### src/rtl/spi_bf_pkg.sv
package spi_bf_pkg;

  // Bytes occupied by one serial word, given its length minus one.
  function automatic int unsigned bytes_per_word(input int unsigned wlen_m1);
    return (wlen_m1 / 8) + 1;
  endfunction

endpackage

### src/rtl/spi_bf_rst_sync.sv
module spi_bf_rst_sync (
  input  logic clk,
  input  logic rst_n,
  output logic rst_sync_n
);

  logic [1:0] sync_q;

  always_ff @(posedge clk or negedge rst_n) begin
    if (!rst_n) begin
      sync_q <= '0;
    end else begin
      sync_q <= {sync_q[0], 1'b1};
    end
  end

  assign rst_sync_n = sync_q[1];

endmodule

### src/rtl/spi_bf_byte_fifo.sv
module spi_bf_byte_fifo #(
  parameter  int DEPTH      = 4,
  parameter  int WORD_BYTES = 4,
  localparam int PTR_W      = $clog2(DEPTH),
  localparam int LVL_W      = $clog2(DEPTH + 1),
  localparam int NB_W       = $clog2(WORD_BYTES + 1),
  localparam int DATA_W     = WORD_BYTES * 8
) (
  input  logic              clk,
  input  logic              rst_n,
  input  logic              flush_i,
  input  logic [NB_W-1:0]   nbytes_i,
  input  logic              push_i,
  input  logic [DATA_W-1:0] push_data_i,
  input  logic              pop_i,
  output logic [DATA_W-1:0] pop_data_o,
  output logic [LVL_W-1:0]  level_o,
  output logic              push_ok_o,
  output logic              pop_ok_o
);

  logic [7:0]       mem_q [DEPTH];
  logic [7:0]       push_bytes [DEPTH];
  logic [DEPTH-1:0] mem_we;
  logic [PTR_W-1:0] rd_q, rd_d, wr_q, wr_d;
  logic [LVL_W-1:0] cnt_q, cnt_d;
  logic             fits, enough, push_do, pop_do;

  // Next-state logic for pointers and fill count.
  always_comb begin
    fits    = (DEPTH - int'(cnt_q)) >= int'(nbytes_i);
    enough  = int'(cnt_q) >= int'(nbytes_i);
    push_do = push_i & fits & ~flush_i;
    pop_do  = pop_i & enough & ~flush_i;
    wr_d    = wr_q;
    rd_d    = rd_q;
    cnt_d   = cnt_q;
    if (flush_i) begin
      wr_d  = '0;
      rd_d  = '0;
      cnt_d = '0;
    end else begin
      if (push_do) begin
        wr_d = wr_q + PTR_W'(nbytes_i);
      end
      if (pop_do) begin
        rd_d = rd_q + PTR_W'(nbytes_i);
      end
      cnt_d = LVL_W'(int'(cnt_q) + (push_do ? int'(nbytes_i) : 0)
                                 - (pop_do  ? int'(nbytes_i) : 0));
    end
  end

  always_ff @(posedge clk or negedge rst_n) begin
    if (!rst_n) begin
      wr_q  <= '0;
      rd_q  <= '0;
      cnt_q <= '0;
    end else begin
      wr_q  <= wr_d;
      rd_q  <= rd_d;
      cnt_q <= cnt_d;
    end
  end

  // Storage: each entry takes the byte whose distance from the write pointer matches.
  for (genvar e = 0; e < DEPTH; e++) begin : g_entry
    logic [PTR_W-1:0] off;
    if (e < WORD_BYTES) begin : g_src
      assign push_bytes[e] = push_data_i[e*8 +: 8];
    end else begin : g_pad
      assign push_bytes[e] = 8'h00;
    end
    assign off       = PTR_W'(e) - wr_q;
    assign mem_we[e] = push_do && (int'(off) < int'(nbytes_i));
    always_ff @(posedge clk) begin
      if (mem_we[e]) begin
        mem_q[e] <= push_bytes[off];
      end
    end
  end

  // Head word, least significant byte first, zero above the byte count.
  for (genvar k = 0; k < WORD_BYTES; k++) begin : g_rd
    logic [PTR_W-1:0] ridx;
    assign ridx = rd_q + PTR_W'(k);
    assign pop_data_o[k*8 +: 8] = (k < int'(nbytes_i)) ? mem_q[ridx] : 8'h00;
  end

  assign level_o   = cnt_q;
  assign push_ok_o = fits;
  assign pop_ok_o  = enough;

endmodule

### src/rtl/spi_bf_level_cmp.sv
module spi_bf_level_cmp #(
  parameter int LVL_W      = 3,
  parameter bit FILL_ALARM = 1'b0
) (
  input  logic [LVL_W-1:0] level_i,
  input  logic [LVL_W-1:0] thr_i,
  input  logic             dma_en_i,
  input  logic             irq_en_i,
  output logic             dma_o,
  output logic             irq_o
);

  logic hit;

  if (FILL_ALARM) begin : g_fill
    assign hit = level_i >= thr_i;
  end else begin : g_drain
    assign hit = level_i <= thr_i;
  end

  assign dma_o = dma_en_i & hit;
  assign irq_o = irq_en_i & hit;

endmodule

### src/rtl/spi_bf_sticky.sv
module spi_bf_sticky (
  input  logic clk,
  input  logic rst_n,
  input  logic set_i,
  input  logic clr_i,
  output logic flag_o
);

  logic flag_q, flag_d;

  always_comb begin
    flag_d = set_i | (flag_q & ~clr_i);
  end

  always_ff @(posedge clk or negedge rst_n) begin
    if (!rst_n) begin
      flag_q <= 1'b0;
    end else begin
      flag_q <= flag_d;
    end
  end

  assign flag_o = flag_q;

endmodule

### src/rtl/spi_byte_fifo_pair.sv
module spi_byte_fifo_pair #(
  parameter  int DEPTH      = 4,
  parameter  int WORD_BYTES = 4,
  localparam int DATA_W     = WORD_BYTES * 8,
  localparam int WL_W       = $clog2(DATA_W),
  localparam int LVL_W      = $clog2(DEPTH + 1),
  localparam int NB_W       = $clog2(WORD_BYTES + 1)
) (
  input  logic              clk,
  input  logic              rst_n,
  input  logic              flush_i,
  input  logic [WL_W-1:0]   wlen_m1_i,
  input  logic              bus_tx_wr_i,
  input  logic [DATA_W-1:0] bus_tx_wdata_i,
  input  logic              bus_rx_rd_i,
  output logic [DATA_W-1:0] bus_rx_rdata_o,
  input  logic              eng_tx_pop_i,
  output logic [DATA_W-1:0] eng_tx_word_o,
  output logic              eng_tx_avail_o,
  input  logic              eng_rx_push_i,
  input  logic [DATA_W-1:0] eng_rx_word_i,
  output logic              eng_rx_space_o,
  input  logic [LVL_W-1:0]  tx_thr_i,
  input  logic [LVL_W-1:0]  rx_thr_i,
  input  logic              tx_dma_en_i,
  input  logic              tx_irq_en_i,
  input  logic              rx_dma_en_i,
  input  logic              rx_irq_en_i,
  output logic              tx_dma_req_o,
  output logic              tx_irq_o,
  output logic              rx_dma_req_o,
  output logic              rx_irq_o,
  output logic [LVL_W-1:0]  tx_level_o,
  output logic [LVL_W-1:0]  rx_level_o,
  output logic              ovf_o,
  output logic              unf_o,
  input  logic              ovf_clr_i,
  input  logic              unf_clr_i
);

  logic            rst_q_n;
  logic [NB_W-1:0] nbytes;
  logic            tx_push_ok, rx_pop_ok;
  logic            ovf_set, unf_set;

  spi_bf_rst_sync u_rst (
    .clk        (clk),
    .rst_n      (rst_n),
    .rst_sync_n (rst_q_n)
  );

  assign nbytes = NB_W'(spi_bf_pkg::bytes_per_word(int'(wlen_m1_i)));

  spi_bf_byte_fifo #(.DEPTH(DEPTH), .WORD_BYTES(WORD_BYTES)) u_txq (
    .clk         (clk),
    .rst_n       (rst_q_n),
    .flush_i     (flush_i),
    .nbytes_i    (nbytes),
    .push_i      (bus_tx_wr_i),
    .push_data_i (bus_tx_wdata_i),
    .pop_i       (eng_tx_pop_i),
    .pop_data_o  (eng_tx_word_o),
    .level_o     (tx_level_o),
    .push_ok_o   (tx_push_ok),
    .pop_ok_o    (eng_tx_avail_o)
  );

  spi_bf_byte_fifo #(.DEPTH(DEPTH), .WORD_BYTES(WORD_BYTES)) u_rxq (
    .clk         (clk),
    .rst_n       (rst_q_n),
    .flush_i     (flush_i),
    .nbytes_i    (nbytes),
    .push_i      (eng_rx_push_i),
    .push_data_i (eng_rx_word_i),
    .pop_i       (bus_rx_rd_i),
    .pop_data_o  (bus_rx_rdata_o),
    .level_o     (rx_level_o),
    .push_ok_o   (eng_rx_space_o),
    .pop_ok_o    (rx_pop_ok)
  );

  spi_bf_level_cmp #(.LVL_W(LVL_W), .FILL_ALARM(1'b0)) u_tx_cmp (
    .level_i  (tx_level_o),
    .thr_i    (tx_thr_i),
    .dma_en_i (tx_dma_en_i),
    .irq_en_i (tx_irq_en_i),
    .dma_o    (tx_dma_req_o),
    .irq_o    (tx_irq_o)
  );

  spi_bf_level_cmp #(.LVL_W(LVL_W), .FILL_ALARM(1'b1)) u_rx_cmp (
    .level_i  (rx_level_o),
    .thr_i    (rx_thr_i),
    .dma_en_i (rx_dma_en_i),
    .irq_en_i (rx_irq_en_i),
    .dma_o    (rx_dma_req_o),
    .irq_o    (rx_irq_o)
  );

  assign ovf_set = bus_tx_wr_i & ~tx_push_ok & ~flush_i;
  assign unf_set = bus_rx_rd_i & ~rx_pop_ok & ~flush_i;

  spi_bf_sticky u_ovf (
    .clk    (clk),
    .rst_n  (rst_q_n),
    .set_i  (ovf_set),
    .clr_i  (ovf_clr_i),
    .flag_o (ovf_o)
  );

  spi_bf_sticky u_unf (
    .clk    (clk),
    .rst_n  (rst_q_n),
    .set_i  (unf_set),
    .clr_i  (unf_clr_i),
    .flag_o (unf_o)
  );

endmodule

### config.mk
export PLATFORM = sky130hd
export DESIGN_NAME = spi_byte_fifo_pair
export DESIGN_NICKNAME = d
export VERILOG_FILES = /design/src/rtl/spi_bf_pkg.sv /design/src/rtl/spi_bf_rst_sync.sv /design/src/rtl/spi_bf_byte_fifo.sv /design/src/rtl/spi_bf_level_cmp.sv /design/src/rtl/spi_bf_sticky.sv /design/src/rtl/spi_byte_fifo_pair.sv
export SDC_FILE = /design/constraint.sdc
export NUM_CORES = 1
export LEC_CHECK = 0
export BUFFER_PORTS_ARGS = -buffer_cell sky130_fd_sc_hd__buf_2
export CORE_MARGIN = 4
export CORE_UTILIZATION = 48
export DETAILED_ROUTE_END_ITERATION = 8
export PLACE_DENSITY = 0.69
export REMOVE_ABC_BUFFERS = 1
export SYNTH_ARGS = -nofsm -noshare
export SYNTH_HDL_FRONTEND = slang
export SYNTH_SLANG_ARGS = --single-unit
### constraint.sdc
create_clock -name clk -period 1.98 [get_ports clk]
set_input_delay 0.198 -clock clk [delete_from_list [all_inputs] [get_ports clk]]
set_output_delay 0.198 -clock clk [all_outputs]
set_load 0.01 [all_outputs]
After elaboration in Yosys (flattened, before gate mapping):

Memories as Yosys holds them, arrays and structs flattened.
Cells that the tools add are included.

* register bits after elaboration: 18
* RAM bits: 64
* bits of input ports: 88
* output and inout bits: 78
* word-level logic and storage cells: 169
* memories: 2

* add/subtract/negate cells: 25
* magnitude comparators: 26
* muxes and demuxes: 62
* bitwise logic cells: 33
* reductions and logical operators: 12

Memory list
* u_rxq.mem_q: depth 4, bits a word 8, read ports 4, clocked after memory_dff 0, write ports 4, RTL line spi_bf_byte_fifo.sv:22 `logic [7:0] mem_q [DEPTH];`
* u_txq.mem_q: depth 4, bits a word 8, read ports 4, clocked after memory_dff 0, write ports 4, RTL line spi_bf_byte_fifo.sv:22

Operators by type and width (number)
* $mux W8: 24
* $bmux W8 S2: 8
* $ge A32 B4 Y1: 2
* $ge A3 B3 Y1 const B: 8
* $lt A2 B3 Y1: 8
* $not A2 Y3: 8
* $and A1 B1 Y1: 18
* $mux W3: 6
* $mux W1: 16
* $mux W2: 8
* $ge A3 B3 Y1: 3
* $add A2 B2 Y2: 4
* $add A2 B2 Y2 const B: 4
* $logic_and A1 B1 Y1: 8
* $reduce_bool A2 Y1: 4
* $sub A1 B2 Y2 const A: 4
* $sub A2 B2 Y2 const A: 4
* $sub A3 B3 Y4 const A: 2
* $add A3 B3 Y3: 2
* $lt A1 B3 Y1 const A: 2
* $lt A2 B3 Y1 const A: 2
* $sub A3 B3 Y3: 2
* $not A1 Y1: 5
* $add A2 B1 Y2 const B: 2
* 3 further kinds: 4

Longest topological paths before layout:

Gate-level depths: netlist of run 1.

* word-level depth: 8
* gate-level depth with buffers: 16
* gate-level depth less buffers: 15

Hierarchy:

From an unflattened synthesis of run 1, not the netlist that was laid out.

* cell total of the unflattened synthesis: 507
* area, all modules: 7418.4 µm²

Modules (own cells, without submodules)
* spi_bf_byte_fifo at u_txq: times used 1, cells each 235, area each 3539.6 µm²
* spi_bf_byte_fifo at u_rxq: times used 1, cells each 235, area each 3538.4 µm²
* spi_bf_level_cmp at u_rx_cmp: times used 1, cells each 12, area each 96.3 µm²
* spi_bf_level_cmp at u_tx_cmp: times used 1, cells each 12, area each 86.3 µm²
* spi_bf_sticky: times used 2, cells each 3, area each 36.3 µm²
* spi_bf_rst_sync: times used 1, cells each 3, area each 53.8 µm²
* spi_byte_fifo_pair: times used 1, cells each 4, area each 31.3 µm²

Worst setup path after synthesis of run 1:

Ideal clock, no wire load.

* kind: reg2reg
* start: register u_rxq.cnt_q[1], in the netlist u_rxq.level_o[1]
* end: register u_rxq.cnt_q[2], in the netlist u_rxq.level_o[2]
* setup time: 0.119 ns
* arrival: 3.335 ns
* slack: -1.474 ns
* stages on the path, launching flop included: 16
* path buffers: 0
* period minus slack after synthesis: 3.454 ns
* cell sequence: dfrtp_1 > inv_1 > ha_1 > xor2_1 > ha_1 > a31oi_1 > and2_1 > nor4_2 > and2_1 > fa_1 > inv_1 > fa_1 > xor2_1 > xnor2_1 > and3_1 > o21ba_1

* longest elaborated chain between the ends: 8

Ends and longest elaborated chain
* start, declared: RTL line spi_bf_byte_fifo.sv:26 `logic [LVL_W-1:0] cnt_q, cnt_d;`
* start signal, assigned: RTL line spi_bf_byte_fifo.sv:62 `cnt_q <= cnt_d;`
* $sub A3 B3 Y4: RTL line spi_bf_byte_fifo.sv:31 `fits = (DEPTH - int'(cnt_q)) >= int'(nbytes_i);`
* $ge A32 B4 Y1: RTL line spi_bf_byte_fifo.sv:31
* $and A1 B1 Y1 (2 in series): RTL line spi_bf_byte_fifo.sv:33 `push_do = push_i & fits & ~flush_i;`
* $mux W3: RTL line spi_bf_byte_fifo.sv:49 `cnt_d = LVL_W'(int'(cnt_q) + (push_do ? int'(nbytes_i) : 0)`
* $add A3 B3 Y3: RTL line spi_bf_byte_fifo.sv:49
* $sub A3 B3 Y3 *: RTL line spi_bf_byte_fifo.sv:50 `- (pop_do ? int'(nbytes_i) : 0));`
* $mux W3 *: RTL line spi_bf_byte_fifo.sv:38 `if (flush_i) begin`
* net u_rxq.cnt_d[2]: RTL line spi_bf_byte_fifo.sv:26

Mark *: on every way through the listed nets, which the timed path passes. The rest lies on a longest branch.
A chain may end at the register's enable or synchronous reset.

Final worst setup path of run 1:

* start: register u_txq.cnt_q[0], in the netlist u_txq.level_o[0]
* end: register u_txq.cnt_q[2], in the netlist u_txq.level_o[2]

* longest elaborated chain between the ends: 8

Ends and longest elaborated chain (RTL line)
* start, declared: spi_bf_byte_fifo.sv:26
* start signal, assigned: spi_bf_byte_fifo.sv:62
* $sub A3 B3 Y4: spi_bf_byte_fifo.sv:31
* $ge A32 B4 Y1: spi_bf_byte_fifo.sv:31
* $and A1 B1 Y1 (2 in series): spi_bf_byte_fifo.sv:33
* $mux W3: spi_bf_byte_fifo.sv:49
* $add A3 B3 Y3: spi_bf_byte_fifo.sv:49
* $sub A3 B3 Y3 *: spi_bf_byte_fifo.sv:50
* $mux W3 *: spi_bf_byte_fifo.sv:38
* net u_txq.cnt_d[2]: spi_bf_byte_fifo.sv:26

Marked as above.

==> results of run 1 <==
[placed cells by master (no fill, tap or decap), drive strengths merged, types with 4 or more instances in the layout]
cell	count
fa	4
mux4	128
a21oi	8
inv	28
xor2	14
edfxtp	64
nand2b	4
and2	25
nor2	17
ha	27
maj3	5
dfrtp	18
a31oi	4
buf	263
xnor2	4
clkbuf	14
nor2b	54
o21a	8
nand2	11
[routing by layer]
layer | GRT usage | up-vias | wire length [um]
li1 | - | 2456 | -
met1 | 0.3043 | 2931 | 7608
met2 | 0.4056 | 232 | 10840
met3 | 0.03111 | 38 | 1294
met4 | 0.09535 | 0 | 476
met5 | 0 | - | 0
[cell type report]
| type | instances | area [um2] | share of cell area |
|---|---|---|---|
| clock buffer | 11 | 242.7 | 0.02357 |
| clock inverter | 5 | 78.83 | 0.007655 |
| antenna | 2 | 5.005 | 0.0004860 |
| timing repair buffer | 269 | 2311 | 0.2244 |
| multi-input combinational | 340 | 4942 | 0.4800 |
| sequential | 82 | 2382 | 0.2313 |
| tap | 184 | 230.2 | 0.02236 |
| inverter | 28 | 105.1 | 0.01021 |
[stage by stage]
stage / TNS [ns] / area [um2] / setup WS (ns) / power [uW] / cells
5_1_grt: -46.04 / 10300 / -1.393 / 12610 / 921
6_report: -32.97 / 10300 / -1.243 / 11920 / 921
3_3_place_gp: -24.89 / 8645 / -1.278 / 8292 / 858
3_5_place_dp: -32.64 / 8645 / -1.411 / 8564 / 858
4_1_cts: -38.70 / 9692 / -1.293 / 11230 / 906
2_1_floorplan: -64.63 / 6968 / -1.481 / 6648 / 450
[state kept, by name, indices dropped and copies added, names as in the netlist]
name / flops
u_unf.flag_o: 1
u_txq.mem_q: 32
u_txq.wr_q: 2
u_rst.sync_q: 2
u_ovf.flag_o: 1
u_txq.level_o: 3
u_rxq.mem_q: 32
u_rxq.level_o: 3
u_rxq.wr_q: 2
u_rxq.rd_q: 2
u_txq.rd_q: 2
[final timing paths]
path | cells after the start | from | to
worst max-delay path | 15 | u_txq.level_o[0]$_DFF_PN0_ | u_txq.level_o[2]$_DFF_PN0_
worst min-delay path | 2 | ovf_clr_i | u_ovf.flag_o$_DFF_PN0_
worst max register to register | 15 | u_txq.level_o[0]$_DFF_PN0_ | u_txq.level_o[2]$_DFF_PN0_
worst min register to register | 0 | u_rst.sync_q[1]$_DFF_PN0_ | u_ovf.flag_o$_DFF_PN0_
max in group asynchronous | 0 | u_rst.sync_q[1]$_DFF_PN0_ | u_rxq.wr_q[1]$_DFFE_PN0P_
min in group asynchronous | 2 | rst_n | u_rst.sync_q[0]$_DFF_PN0_
[cell usage after synthesis, types with 8 or more instances]
cell type  number  area share
mux4_2        128        0.40
edfxtp_1       64        0.27
nor2b_1        54       0.047
buf_2          31       0.022
ha_1           27       0.047
inv_1          27       0.014
and2_1         25       0.022
dfrtp_1        18       0.063
nor2_1         17      0.0089
xor2_1         14       0.017
nand2_1        11      0.0058
a21oi_1         8      0.0056
clkbuf_1        8      0.0042
o21a_1          8      0.0084
[logic make-up (layout without fill, tap and decap cells)]
family,after synthesis,count (layout),share of synthesized area
compound gates,37,37,0.03890
xor+xnor,18,18,0.02198
fa+ha+maj,36,36,0.06542
buf+inv,70,313,0.04309
flops,82,82,0.3308
mux,130,130,0.4047
other cells,1,3,0.0005229
simple gates,118,118,0.09456
[where the power goes]
part | total [uW] | switching, uW | internal, uW
Combinational | 7350 | 2980 | 4370
Clock | 1830 | 691 | 1140
Sequential | 2740 | 324 | 2420
[worst reg2reg max path, delay by kind of cell (launching register included)]
kind                       cells  cell delay, ns
DFF                            1            0.38
xor gates and xnor gates       3            0.43
AOI/OAI and AO/OA              2            0.37
buffers and inverters          2            0.13
adders and majority gates      4            1.24
and+or+nand+nor                4            0.56
[timing repair]
item                                    in CTS  in global routing
setup buffers                               25                 18
endpoints found under the setup margin     136                145
hold endpoints to repair                     2                  0
pin swaps                                   21                 17
cloned                                       9                  1
hold buffers                                 1                  0
resized for setup                           65                113
==> results.json, run 1 <==
{
  "status": "finished with violations",
  "violations": "setup timing",
  "slowest_stage": "fa_1",
  "synth_seq_cells": 82,
  "hold_viol_final": 0,
  "antenna_found_initial": 2,
  "crit_type": "reg2reg",
  "cp_max_fo": 2,
  "cts.clk_slew.worst_paths_ns": 0.07,
  "grt_pass1_wl_um": 30340,
  "holdWs_ns": 0.03427,
  "ys_types": 42,
  "grt_max_degree": 33,
  "place_congestion": 0.8273,
  "io_buffers": 162,
  "cts_buffers": 9,
  "max_slew_margin": 0.4924,
  "ant_nets": 0,
  "arrival_ns": 3.46,
  "finalSetupViolCount": 109,
  "layout-drive-gt1-share": 0.6898,
  "ir_drop_v": 0.0007657,
  "synth_edf_count": 64,
  "die_area_um2": 16960,
  "clockBufferDepth": 2,
  "async_flop_share": 0.2195,
  "cp.required_ns": 2.21,
  "ff2ff_setup_slack_ns": -1.24,
  "ys_seq_area_frac": 0.3308,
  "crit_family": "adder cells",
  "fin_crit_sh": 1.628,
  "synth_area_um2": 7172,
  "end_kind": "flip-flop",
  "first_pass_iters": 5,
  "initial_core_util": 0.4916,
  "routedWlPerCell_um": 21.96,
  "post-route-min-period_ns": 3.223,
  "drc_errors": 0,
  "fp.dieW_um": 130.2,
  "area_growth_pct": 43.58,
  "worst_path_largest_cell_delay_ns": 0.50,
  "synthFlopType": "edfxtp_1",
  "rows": 44,
  "cts_tree": "done",
  "yosysWarnings": 0,
  "vias_per_cell": 6.142,
  "finalMaxSlewViolations": 0,
  "die_h_um": 130.2,
  "fill_cells": 915,
  "core_region_area_um2": 14590,
  "worstSkewPairLatency_ns": 0.34,
  "grt.total_usage": 0.2358,
  "cts_sinks": 82,
  "cts-htree-levels": 3,
  "hp-class": "in2reg",
  "post-route-util": 0.7058,
  "place_hpwl_um": 13040,
  "grt_pass1_vias": 5683,
  "postRouteWirelength_um": 20220,
  "syn_avg_cell_area_um2": 14.58,
  "finalWorstSetupSlack_ns": -1.243,
  "synth_cells": 492,
  "grt-ovfl-total": 0,
  "p_leak_uw": 0.004091,
  "cap_violations": 0,
  "clock_skew_ns": 0.008531,
  "powerDensity_nw_per_um2": 1158,
  "first_iter_violations": 432,
  "final_nets": 849,
  "path_buf_inv": 2,
  "crit_path_start_kind": "flip-flop",
  "fmaxAchievable_ghz": 0.3103,
  "routed-via-count": 5657,
  "rsz0062_at_grt": "yes",
  "design.portCount": 166,
  "cp_cell_sequence": "inv_2 -> ha_4 -> xor2_1 -> ha_1 -> a31oi_1 -> and2_4 -> nor3b_4 -> and2_4 -> fa_1 -> inv_2 -> fa_2 -> xor2_1 -> xnor2_1 -> and3_1 -> o21ba_2",
  "worstMarginPinSlew_ns": 0.7615,
  "root_buffer": "clkbuf_16"
}
Note: power is estimated with default switching activity, not from simulation.
==> inputs of run 2 (changes only) <==
GPL_TIMING_DRIVEN = 0   (was default)
REMOVE_ABC_BUFFERS = default   (was 1)
SLEW_MARGIN = 30   (was default)
==> results.json, run 2 (synthesis gave the netlist of run 1 again) <==
{
  "grt_pass1_wl_um": 32660,
  "die_area_um2": 16960,
  "totalPowerFinal_uw": 11720,
  "clockBufferDepth": 2,
  "post-route-util": 0.6899,
  "cts_buffers": 9,
  "cp_max_fo": 3,
  "antenna_found_initial": 1,
  "rsz0062_at_grt": "yes",
  "postRouteWirelength_um": 21630,
  "timing.critical_path.mode_cell": "xor2_1",
  "root_buffer": "clkbuf_16",
  "grt_pass1_vias": 5794,
  "vias_per_cell": 6.298,
  "setup_tns_ns": -35.37,
  "cts_tree": "done",
  "fin_crit_sh": 1.658,
  "crit_type": "reg2reg",
  "powerDensity_nw_per_um2": 1165,
  "final_nets": 834,
  "cp.required_ns": 2.22,
  "crit_path_start": "u_txq.level_o[0]$_DFF_PN0_",
  "die_h_um": 130.2,
  "fp.dieW_um": 130.2,
  "place_congestion": 0.9527,
  "first_iter_violations": 538,
  "grt.total_usage": 0.2573,
  "endpoint": "u_txq.level_o[2]$_DFF_PN0_",
  "finalWorstSetupSlack_ns": -1.303,
  "first_pass_iters": 4,
  "cts.clk_slew.worst_paths_ns": 0.06,
  "design.portCount": 166,
  "path_buf_inv": 2,
  "mostFrequentLayoutCells": "buf_2 (132), mux4_2 (128), edfxtp_1 (64)",
  "place_hpwl_um": 14840,
  "r2r_start": "u_txq.level_o[0]$_DFF_PN0_",
  "io_buffers": 162,
  "cts-htree-levels": 3,
  "finalSetupViolCount": 134,
  "top_regs": "u_rxq.mem_q x32, u_txq.mem_q x32",
  "cp_cell_sequence": "inv_2 -> ha_4 -> xor2_1 -> ha_1 -> a31oi_2 -> and2_4 -> nor3b_4 -> and2_1 -> fa_1 -> inv_1 -> fa_2 -> xor2_1 -> xnor2_1 -> and3_1 -> o21ba_2",
  "worstMarginPinSlew_ns": 0.7406,
  "drc_errors": 0,
  "worst_path_largest_cell_delay_ns": 0.47,
  "grt_max_degree": 17,
  "final_common_cell": "buf_2",
  "fmaxAchievable_ghz": 0.3046,
  "arrival_ns": 3.53,
  "ant_nets": 0,
  "post-route-min-period_ns": 3.283,
  "cp.depth": 15,
  "grtUsageMet3": 0.04707,
  "ff2ff_setup_slack_ns": -1.30,
  "violations": "setup timing",
  "status": "finished with violations",
  "crit_family": "adder cells",
  "routedWlPerCell_um": 23.90,
  "grtUsageMet1": 0.3478,
  "ir_drop_v": 0.0006485,
  "max_slew_margin": 0.5063,
  "slowest_stage": "fa_1",
  "initial_core_util": 0.4916,
  "globalRouteMet2Util": 0.4200,
  "layout-drive-gt1-share": 0.6653,
  "finalMaxSlewViolations": 0,
  "grt-ovfl-total": 0,
  "post-place-ws_ns": -1.785,
  "cts_sinks": 82,
  "routed-via-count": 5700,
  "core_region_area_um2": 14590,
  "clock_skew_ns": 0.01104,
  "rows": 44,
  "top_usage_layer": "met2",
  "worstSkewPairLatency_ns": 0.35,
  "p_leak_uw": 0.003970,
  "hp-class": "in2reg",
  "worstRegToRegCells": 15,
  "crit_path_start_kind": "flip-flop",
  "r2r_end": "u_txq.level_o[2]$_DFF_PN0_",
  "hold_viol_final": 0,
  "synth_fp_nets": 611,
  "end_kind": "flip-flop",
  "area_growth_pct": 40.34,
  "cap_violations": 0
}
-- run 2: worst register-to-register path, delay by kind of cell, from the launching register on --
kind                     cells  cell delay, ns
AND/OR/NAND/NOR              4            0.59
adder cells (fa/ha/maj)      4            1.29
AO/OA/AOI/OAI                2            0.37
XOR/XNOR                     3            0.42
buffers and inverters        2            0.12
flip-flops                   1            0.37
-- run 2: timing repair --
item                       CTS  global route
setup buffers               34            16
setup endpoints to repair  168           164
pin swaps                   10             8
gates resized for setup    134            94
hold endpoints to repair     2             0
hold buffers                 1             0
gates cloned                 5             1
-- run 2: per-stage QoR --
step           instances  area (um2)  hold slack (ns)
3_5_place_dp         838        8287         -0.01448
4_1_cts              893        9570          0.01385
2_1_floorplan        492        7246         -0.09759
3_3_place_gp         838        8287         -0.01388
6_report             905       10060          0.02582
5_1_grt              905       10060          0.03861
-- run 2: layer usage --
layer  part of all wire  vias up
met3              0.091       41
met2               0.51      344
met4              0.025        0
met1               0.38     2903
met5                  0        -
li1                   -     2412
-- run 2: area by class of cell --
type / count / area (um2)
buffer: 40 / 404.1
clock buffer: 9 / 225.2
fill: 964 / 4524
clock inverter: 7 / 93.84
antenna: 1 / 2.502
sequential: 82 / 2376
multi-input combinational: 340 / 4957
tap: 184 / 230.2
inverter: 28 / 115.1
timing repair buffer: 214 / 1660
-- run 2: how the worst min path moves through the flow --
stage                         start                        end  slack [ns]  cells past startpoint
after CTS                 ovf_clr_i     u_ovf.flag_o$_DFF_PN0_        0.01                      2
final                     ovf_clr_i     u_ovf.flag_o$_DFF_PN0_        0.03                      2
after global routing      ovf_clr_i     u_ovf.flag_o$_DFF_PN0_        0.04                      2
after floorplan               rst_n  u_rst.sync_q[0]$_DFF_PN0_        -0.1                      0
after detailed placement      rst_n  u_rst.sync_q[1]$_DFF_PN0_       -0.01                      1
after global placement        rst_n  u_rst.sync_q[1]$_DFF_PN0_       -0.01                      1
-- run 2: where the power goes --
part / internal, uW / leakage [uW] / switching (uW)
clock: 1100 / 0.000153 / 693
combinational: 4090 / 0.00300 / 3140
sequential: 2410 / 0.000816 / 294
